--- src/rtl/lic_pkg.sv ---
// Package: shared configuration type and code-to-tick tables for the
// logic input conditioner. Assumes a 1 us tick as the time base.
package lic_pkg;

    localparam int FILT_W  = 7;   // holds up to 100 ticks
    localparam int PULSE_W = 14;  // holds up to 10000 ticks

    typedef struct packed {
        logic       rsvd;        // bit 7, always zero
        logic       invert;      // bit 6
        logic       edge_mode;   // bit 5
        logic [1:0] width_code;  // bits 4:3
        logic [2:0] filt_code;   // bits 2:0
    } cfg_t;

    // Filter delay in ticks for a 3-bit code
    function automatic logic [FILT_W-1:0] filt_ticks(input logic [2:0] code);
        case (code)
            3'd0:    return FILT_W'(0);
            3'd1:    return FILT_W'(5);
            3'd2:    return FILT_W'(10);
            3'd3:    return FILT_W'(20);
            3'd4:    return FILT_W'(30);
            3'd5:    return FILT_W'(50);
            3'd6:    return FILT_W'(75);
            default: return FILT_W'(100);
        endcase
    endfunction

    // Pulse width in ticks for a 2-bit code (decade spaced)
    function automatic logic [PULSE_W-1:0] pulse_ticks(input logic [1:0] code);
        case (code)
            2'd0:    return PULSE_W'(10);
            2'd1:    return PULSE_W'(100);
            2'd2:    return PULSE_W'(1000);
            default: return PULSE_W'(10000);
        endcase
    endfunction

endpackage

--- src/rtl/lic_tick_gen.sv ---
// Module: lic_tick_gen
// Emits a one-cycle enable every DIV clock cycles (the 1 us time base).
// Assumes DIV >= 1; with DIV = 1 the enable is held high.
module lic_tick_gen #(
    parameter int DIV = 250
) (
    input  logic clk,
    input  logic rst_n,
    output logic tick_o
);

    generate
        if (DIV <= 1) begin : g_pass
            assign tick_o = 1'b1;
        end else begin : g_div
            localparam int CW = $clog2(DIV);
            localparam logic [CW-1:0] LAST = CW'(DIV - 1);
            logic [CW-1:0] cnt_q;

            // Free-running divider counter
            always_ff @(posedge clk) begin
                if (!rst_n)            cnt_q <= '0;
                else if (cnt_q == LAST) cnt_q <= '0;
                else                   cnt_q <= cnt_q + 1'b1;
            end

            assign tick_o = (cnt_q == LAST);

            // ticks never come in consecutive cycles when dividing
            p_tick_gap_r10: assert property (@(posedge clk) disable iff (!rst_n)
                tick_o |=> !tick_o);
        end
    endgenerate

endmodule

--- src/rtl/lic_glitch_filter.sv ---
// Module: lic_glitch_filter
// Accepts a new input level only after it has stayed stable for the
// programmed number of ticks; a reversal restarts the count. Code 0 is
// a registered pass-through. Assumes lvl_i is already synchronous.
module lic_glitch_filter
    import lic_pkg::*;
(
    input  logic       clk,
    input  logic       rst_n,
    input  logic       tick_i,
    input  logic       clr_i,
    input  logic [2:0] code_i,
    input  logic       lvl_i,
    output logic       lvl_o
);

    logic [FILT_W-1:0] dly;
    logic [FILT_W-1:0] cnt_q;
    logic              lvl_q;

    assign dly = filt_ticks(code_i);

    // Stability counter and accepted level
    always_ff @(posedge clk) begin
        if (!rst_n || clr_i) begin
            lvl_q <= 1'b0;
            cnt_q <= '0;
        end else if (dly == '0) begin
            lvl_q <= lvl_i;
            cnt_q <= '0;
        end else if (lvl_i == lvl_q) begin
            cnt_q <= '0;
        end else if (tick_i) begin
            if (cnt_q >= dly - 1'b1) begin
                lvl_q <= lvl_i;
                cnt_q <= '0;
            end else begin
                cnt_q <= cnt_q + 1'b1;
            end
        end
    end

    assign lvl_o = lvl_q;

    // a configuration write forces the filtered level low
    p_clear_low_r9: assert property (@(posedge clk) disable iff (!rst_n)
        clr_i |=> !lvl_o);

    // with a nonzero delay the level only moves on a tick
    p_move_on_tick_r5: assert property (@(posedge clk) disable iff (!rst_n)
        (!$stable(lvl_o) && $past(code_i) != 3'd0 && !$past(clr_i)) |-> $past(tick_i));

    // stability count stays below the largest delay
    p_cnt_bound_r5: assert property (@(posedge clk) disable iff (!rst_n)
        cnt_q < FILT_W'(100));

endmodule

--- src/rtl/lic_pulse_gen.sv ---
// Module: lic_pulse_gen
// In edge mode, turns each rising edge of the filtered level into a high
// pulse of the programmed width, counted in ticks; an edge during a pulse
// reloads the full width. Assumes lvl_i is synchronous.
module lic_pulse_gen
    import lic_pkg::*;
(
    input  logic       clk,
    input  logic       rst_n,
    input  logic       tick_i,
    input  logic       clr_i,
    input  logic       edge_mode_i,
    input  logic [1:0] width_code_i,
    input  logic       lvl_i,
    output logic       pulse_o
);

    logic [PULSE_W-1:0] cnt_q;
    logic               prev_q;
    logic               rise;

    assign rise = edge_mode_i && lvl_i && !prev_q;

    // Edge history and remaining pulse ticks
    always_ff @(posedge clk) begin
        if (!rst_n || clr_i) begin
            prev_q <= 1'b0;
            cnt_q  <= '0;
        end else begin
            prev_q <= lvl_i;
            if (rise)                       cnt_q <= pulse_ticks(width_code_i);
            else if (tick_i && cnt_q != '0) cnt_q <= cnt_q - 1'b1;
        end
    end

    assign pulse_o = (cnt_q != '0);

    // a rising edge in edge mode starts a pulse
    p_pulse_start_r7: assert property (@(posedge clk) disable iff (!rst_n)
        (rise && !clr_i) |=> pulse_o);

    // a pulse only begins after the filtered level was high
    p_pulse_cause_r7: assert property (@(posedge clk) disable iff (!rst_n)
        $rose(pulse_o) |-> $past(lvl_i));

    // without a tick or an edge the remaining width holds
    p_hold_no_tick_r10: assert property (@(posedge clk) disable iff (!rst_n)
        (!tick_i && !rise && !clr_i) |=> $stable(cnt_q));

endmodule

--- src/rtl/logic_input_conditioner.sv ---
// Module: logic_input_conditioner (top)
// One conditioned logic input: two-flop synchroniser, optional inversion,
// glitch filter and level/edge output stage, all controlled by one
// configuration byte at address CFG_ADDR. Assumes CLK_PER_US clock
// cycles make 1 us.
module logic_input_conditioner
    import lic_pkg::*;
#(
    parameter int         CLK_PER_US = 250,
    parameter logic [7:0] CFG_ADDR   = 8'h9B
) (
    input  logic       clk,
    input  logic       rst_n,
    input  logic       pin_i,
    input  logic       wr_en_i,
    input  logic [7:0] addr_i,
    input  logic [7:0] wdata_i,
    output logic [7:0] rdata_o,
    output logic       cond_o
);

    cfg_t       cfg_q;
    logic       sel;
    logic       wr_hit;
    logic [1:0] sync_q;
    logic       lvl_inv;
    logic       tick;
    logic       flt_lvl;
    logic       pulse;

    assign sel    = (addr_i == CFG_ADDR);
    assign wr_hit = wr_en_i && sel;

    // Configuration register; the reserved bit is never stored
    always_ff @(posedge clk) begin
        if (!rst_n)      cfg_q <= '0;
        else if (wr_hit) cfg_q <= cfg_t'({1'b0, wdata_i[6:0]});
    end

    assign rdata_o = sel ? cfg_q : 8'h00;

    // Two-flop synchroniser for the raw pin
    always_ff @(posedge clk) begin
        if (!rst_n) sync_q <= 2'b00;
        else        sync_q <= {sync_q[0], pin_i};
    end

    assign lvl_inv = sync_q[1] ^ cfg_q.invert;

    lic_tick_gen #(.DIV(CLK_PER_US)) u_tick (
        .clk    (clk),
        .rst_n  (rst_n),
        .tick_o (tick)
    );

    lic_glitch_filter u_filt (
        .clk    (clk),
        .rst_n  (rst_n),
        .tick_i (tick),
        .clr_i  (wr_hit),
        .code_i (cfg_q.filt_code),
        .lvl_i  (lvl_inv),
        .lvl_o  (flt_lvl)
    );

    lic_pulse_gen u_pulse (
        .clk          (clk),
        .rst_n        (rst_n),
        .tick_i       (tick),
        .clr_i        (wr_hit),
        .edge_mode_i  (cfg_q.edge_mode),
        .width_code_i (cfg_q.width_code),
        .lvl_i        (flt_lvl),
        .pulse_o      (pulse)
    );

    assign cond_o = cfg_q.edge_mode ? pulse : flt_lvl;

    // a hit stores the low seven data bits with bit 7 cleared
    p_cfg_write_r2: assert property (@(posedge clk) disable iff (!rst_n)
        wr_hit |=> (cfg_q == cfg_t'({1'b0, $past(wdata_i[6:0])})));

    // without a hit the configuration holds
    p_cfg_hold_r2: assert property (@(posedge clk) disable iff (!rst_n)
        !wr_hit |=> $stable(cfg_q));

    // the output is low in the cycle after any configuration write
    p_out_low_after_wr_r9: assert property (@(posedge clk) disable iff (!rst_n)
        wr_hit |=> !cond_o);

endmodule

--- config.mk ---
export PLATFORM = sky130hd
export DESIGN_NAME = logic_input_conditioner
export DESIGN_NICKNAME = d
export VERILOG_FILES = /design/src/rtl/lic_pkg.sv /design/src/rtl/lic_tick_gen.sv /design/src/rtl/lic_glitch_filter.sv /design/src/rtl/lic_pulse_gen.sv /design/src/rtl/logic_input_conditioner.sv
export SDC_FILE = /design/constraint.sdc
export NUM_CORES = 1
export LEC_CHECK = 0
export ABC_CLOCK_PERIOD_IN_PS = 6700
export BUFFER_PORTS_ARGS = -buffer_cell sky130_fd_sc_hd__buf_2
export CAP_MARGIN = 20
export CORE_ASPECT_RATIO = 1.2
export CORE_MARGIN = 8
export CORE_UTILIZATION = 50
export DETAILED_ROUTE_END_ITERATION = 6
export PLACE_DENSITY = 0.72
export SYNTH_ARGS = -nofsm -noshare
export SYNTH_HDL_FRONTEND = slang
export SYNTH_SLANG_ARGS = --single-unit
--- constraint.sdc ---
create_clock -name clk -period 6.7 [get_ports clk]
set_input_delay 0.335 -clock clk [delete_from_list [all_inputs] [get_ports clk]]
set_output_delay 0.335 -clock clk [all_outputs]
set_load 0.01 [all_outputs]
==> metrics.md <==
| Metric | Value |
|---|---|
| Status | `completed` |
| WP data required | `between 6000 and 7000 ps` |
| Register bit total from synthesis | `40` |
| Gr ovfl total | `0` |
| # hold bufs at CTS | `0` |
| RR Startpoint | `cfg_q[2]` |
| CTS HTree Levels | `2` |
| CORE AREA | `~4600 sq um` |
| Vias per cell | `between 5 and 6` |
| Setup crit end kind | `register` |
| Final setup fails | `0` |
| Final Critical Period | `3060 ps` |
| Post-synthesis net count | `about 310` |
| IO Pins | `29` |
| Post-route ant nets | `0` |
| Met3 Wirelength | `104 microns` |
| Top cells by area, synth | `dfxtp_1 34%, ha_1 9.0%, xor2_1 5.9%` |
| Fin. Hold Viols | `0` |
| Port-buffer cells | `26` |
| Yosys top cell area share | `0.338` |
| GPL Wtd Cong | `between 0.7 and 0.8` |
| Max Slew Vio Count | `0` |
| P_leak | `roughly 1.1 nW` |
| Drt first pass iters | `4` |
| Post-synth cell types | `54` |
| Post-synth EDFFs | `0` |
| Element type at the critical path start | `register` |
| Netlist Area Pre-Place | `roughly 2400 sq um` |
| HP Class | `primary input to register` |
| Root buffer cell | `clkbuf_8` |
| Drt drc | `0` |
| Post CTS Setup Buffer Count | `0` |
| Top Layer Used | `met4` |
| Die H | `~91 microns` |
| Multi-input logic area | `~1500 sq um` |
| Final period util | `0.457` |
| Clk sinks | `40` |
| CP max FO | `13` |
| Num CTS Buffers | `5` |
| DIE WIDTH | `78.9 microns` |
| Met1 Wirelength | `2150 microns` |
| Hpwl dp | `3810 microns` |
| Max_slew headroom | `0.447` |
| Hold Path Origin | `pin_i` |
| Hold path depth | `2` |
| TritonCTS clock tree | `yes` |
| Pwr/cell area | `roughly 170 nW/um^2` |
| Die area | `between 7000 and 8000 sq um` |
| Vias in the first global route | `~1900` |
| VDD IR-drop max | `roughly 0.00013 V` |
| Crit path kind | `register to register` |
| Worst-skew pair later-pin latency | `between 200 and 300 ps` |
| Post-Syn Instances | `~270` |
| Syn. warnings | `0` |
| DR iter-0 viols | `between 60 and 70` |
| Starting Density | `0.516` |
| Area Overhead vs Synth | `10.3%` |
| Pwr Total | `450 uW` |
| Routed len/inst | `about 14 microns` |
| Synth area leader | `dfxtp_1` |
| Peak Freq | `between 0.3 and 0.4 GHz` |
| Clock Tree Buf Depth | `2` |
| Antenna cell count | `0` |
| Commonest non-fill, non-tap cell in the layout | `dfxtp_1` |
| Global-route wire length before repair | `between 8000 and 9000 microns` |
| Most frequent cells in the layout | `40 x dfxtp_1, 26 x nor2_1, 26 x buf_2` |
| FF/Latch Area | `roughly 800 sq um` |
| Asr flop ratio synth | `0` |
| FILL cells | `between 400 and 500` |
| Pin count of the biggest net entering global routing | `20` |
| Clock skew | `~4.2 ps` |
| Post-CTS sizing | `0` |
| Max Cap Viol | `0` |
| Crit path DAT | `between 3000 and 4000 ps` |
| Worst slew pin tran | `829 ps` |
| Unrepaired setup endpoints after global routing | `no` |
| Metal2 WL | `2720 microns` |
| Sum Neg Setup Slack | `0 ps` |
| Antenna violations before repair | `0` |
| Number of cell rows | `27` |
| Final net count | `between 300 and 400` |
| Clk slew on worst S/H paths | `roughly 70 ps` |
| Origin of the worst setup path | `cfg_q[2]` |
| Reg2Reg Depth | `11` |
| Dominant synthesized flop cell | `dfxtp_1` |
| GRT Resource Usage Total | `0.146` |
| Share of layout cells above drive strength 1 | `0.167` |
| Mean Syn Cell Area | `8.65 sq um` |
| Via count | `approximately 2000` |
| Routed Wire Length | `roughly 5100 microns` |
| Sequential-to-total area share from yosys stat | `0.338` |
-- per-stage QoR --
stage / hold slack (ps) / setup WS (ps) / cell area [sq um] / instances / util
after floorplan: 412 / 3900 / 2370 / 274 / -
after global placement: 420 / 3720 / 2510 / 344 / 0.546
after detailed placement: 436 / 3660 / 2510 / 344 / 0.546
after CTS: 246 / 3640 / 2620 / 352 / 0.569
after global routing: 252 / 3360 / 2620 / 352 / 0.569
final: 252 / 3640 / 2620 / 352 / 0.569
-- where the power goes --
part	internal (mW)	switching [mW]	total [mW]
Combinational	0.00825	0.00880	0.0171
Clock	0.110	0.0805	0.191
Sequential	0.240	0.00213	0.242
Total	0.359	0.0914	0.450
-- routing by layer --
metal | up-vias | GRT usage
li1 | 1012 | -
met1 | 932 | 0.159
met2 | 16 | 0.267
met3 | 8 | 0.0306
met4 | 0 | 0.0511
met5 | - | 0
-- registers in the layout, summed over array words and instances (netlist names) --
register / flops
cfg_q: 7
sync_q: 2
u_filt.cnt_q: 7
u_filt.lvl_o: 1
u_pulse.cnt_q: 14
u_pulse.prev_q: 1
u_tick.g_div.cnt_q: 8
-- worst paths after layout --
check / endpoint / slack [ps]
hold reg to reg: sync_q[1] / 450
hold / removal: sync_q[0] / 250
setup reg to reg: u_filt.cnt_q[1] / 3640
setup / recovery: u_filt.cnt_q[1] / 3640
-- Yosys cell counts (3+ instances only) --
library cell,n
nand4_1,9
xnor2_1,6
inv_1,10
a21oi_1,10
and2_1,6
dfxtp_1,40
nor4b_1,3
or2_2,3
nor2b_1,3
ha_1,17
or3_1,5
a21boi_0,7
nor3_1,11
xor2_1,16
nand2_1,19
buf_2,4
o21ai_0,5
clkbuf_1,7
a31oi_1,4
and3_1,4
nor2_1,26
nand3_1,17
-- worst max-delay path: stages (launching register included) --
cell	delay (ps)
dfxtp_1	560
nor3_1	110
a21oi_1	240
ha_1	270
nor4b_1	250
a21oi_1	70
ha_1	320
a21oi_1	130
nand2_1	60
a21oi_1	200
or4b_1	630
a21oi_2	150
-- cell type report --
cell class                 count  share of cell area
clock buffer                   6              0.0277
clock inverter                 2              0.0134
inverter                      10              0.0143
multi-input combinational    210               0.561
sequential                    40               0.306
tap                           58              0.0277
timing repair buffer          26              0.0497
-- logic make-up after synthesis --
kind of cell             after synthesis  share of synthesized area
adder cells (fa/ha/maj)               17                     0.0897
multiplexers                           4                     0.0179
flip-flops                            40                      0.338
buffers and inverters                 24                     0.0433
AND/OR/NAND/NOR                      125                      0.296
XOR/XNOR                              22                     0.0813
AO/OA/AOI/OAI                         41                      0.132
other                                  1                    0.00158
Power figures use the tool's default switching activity.
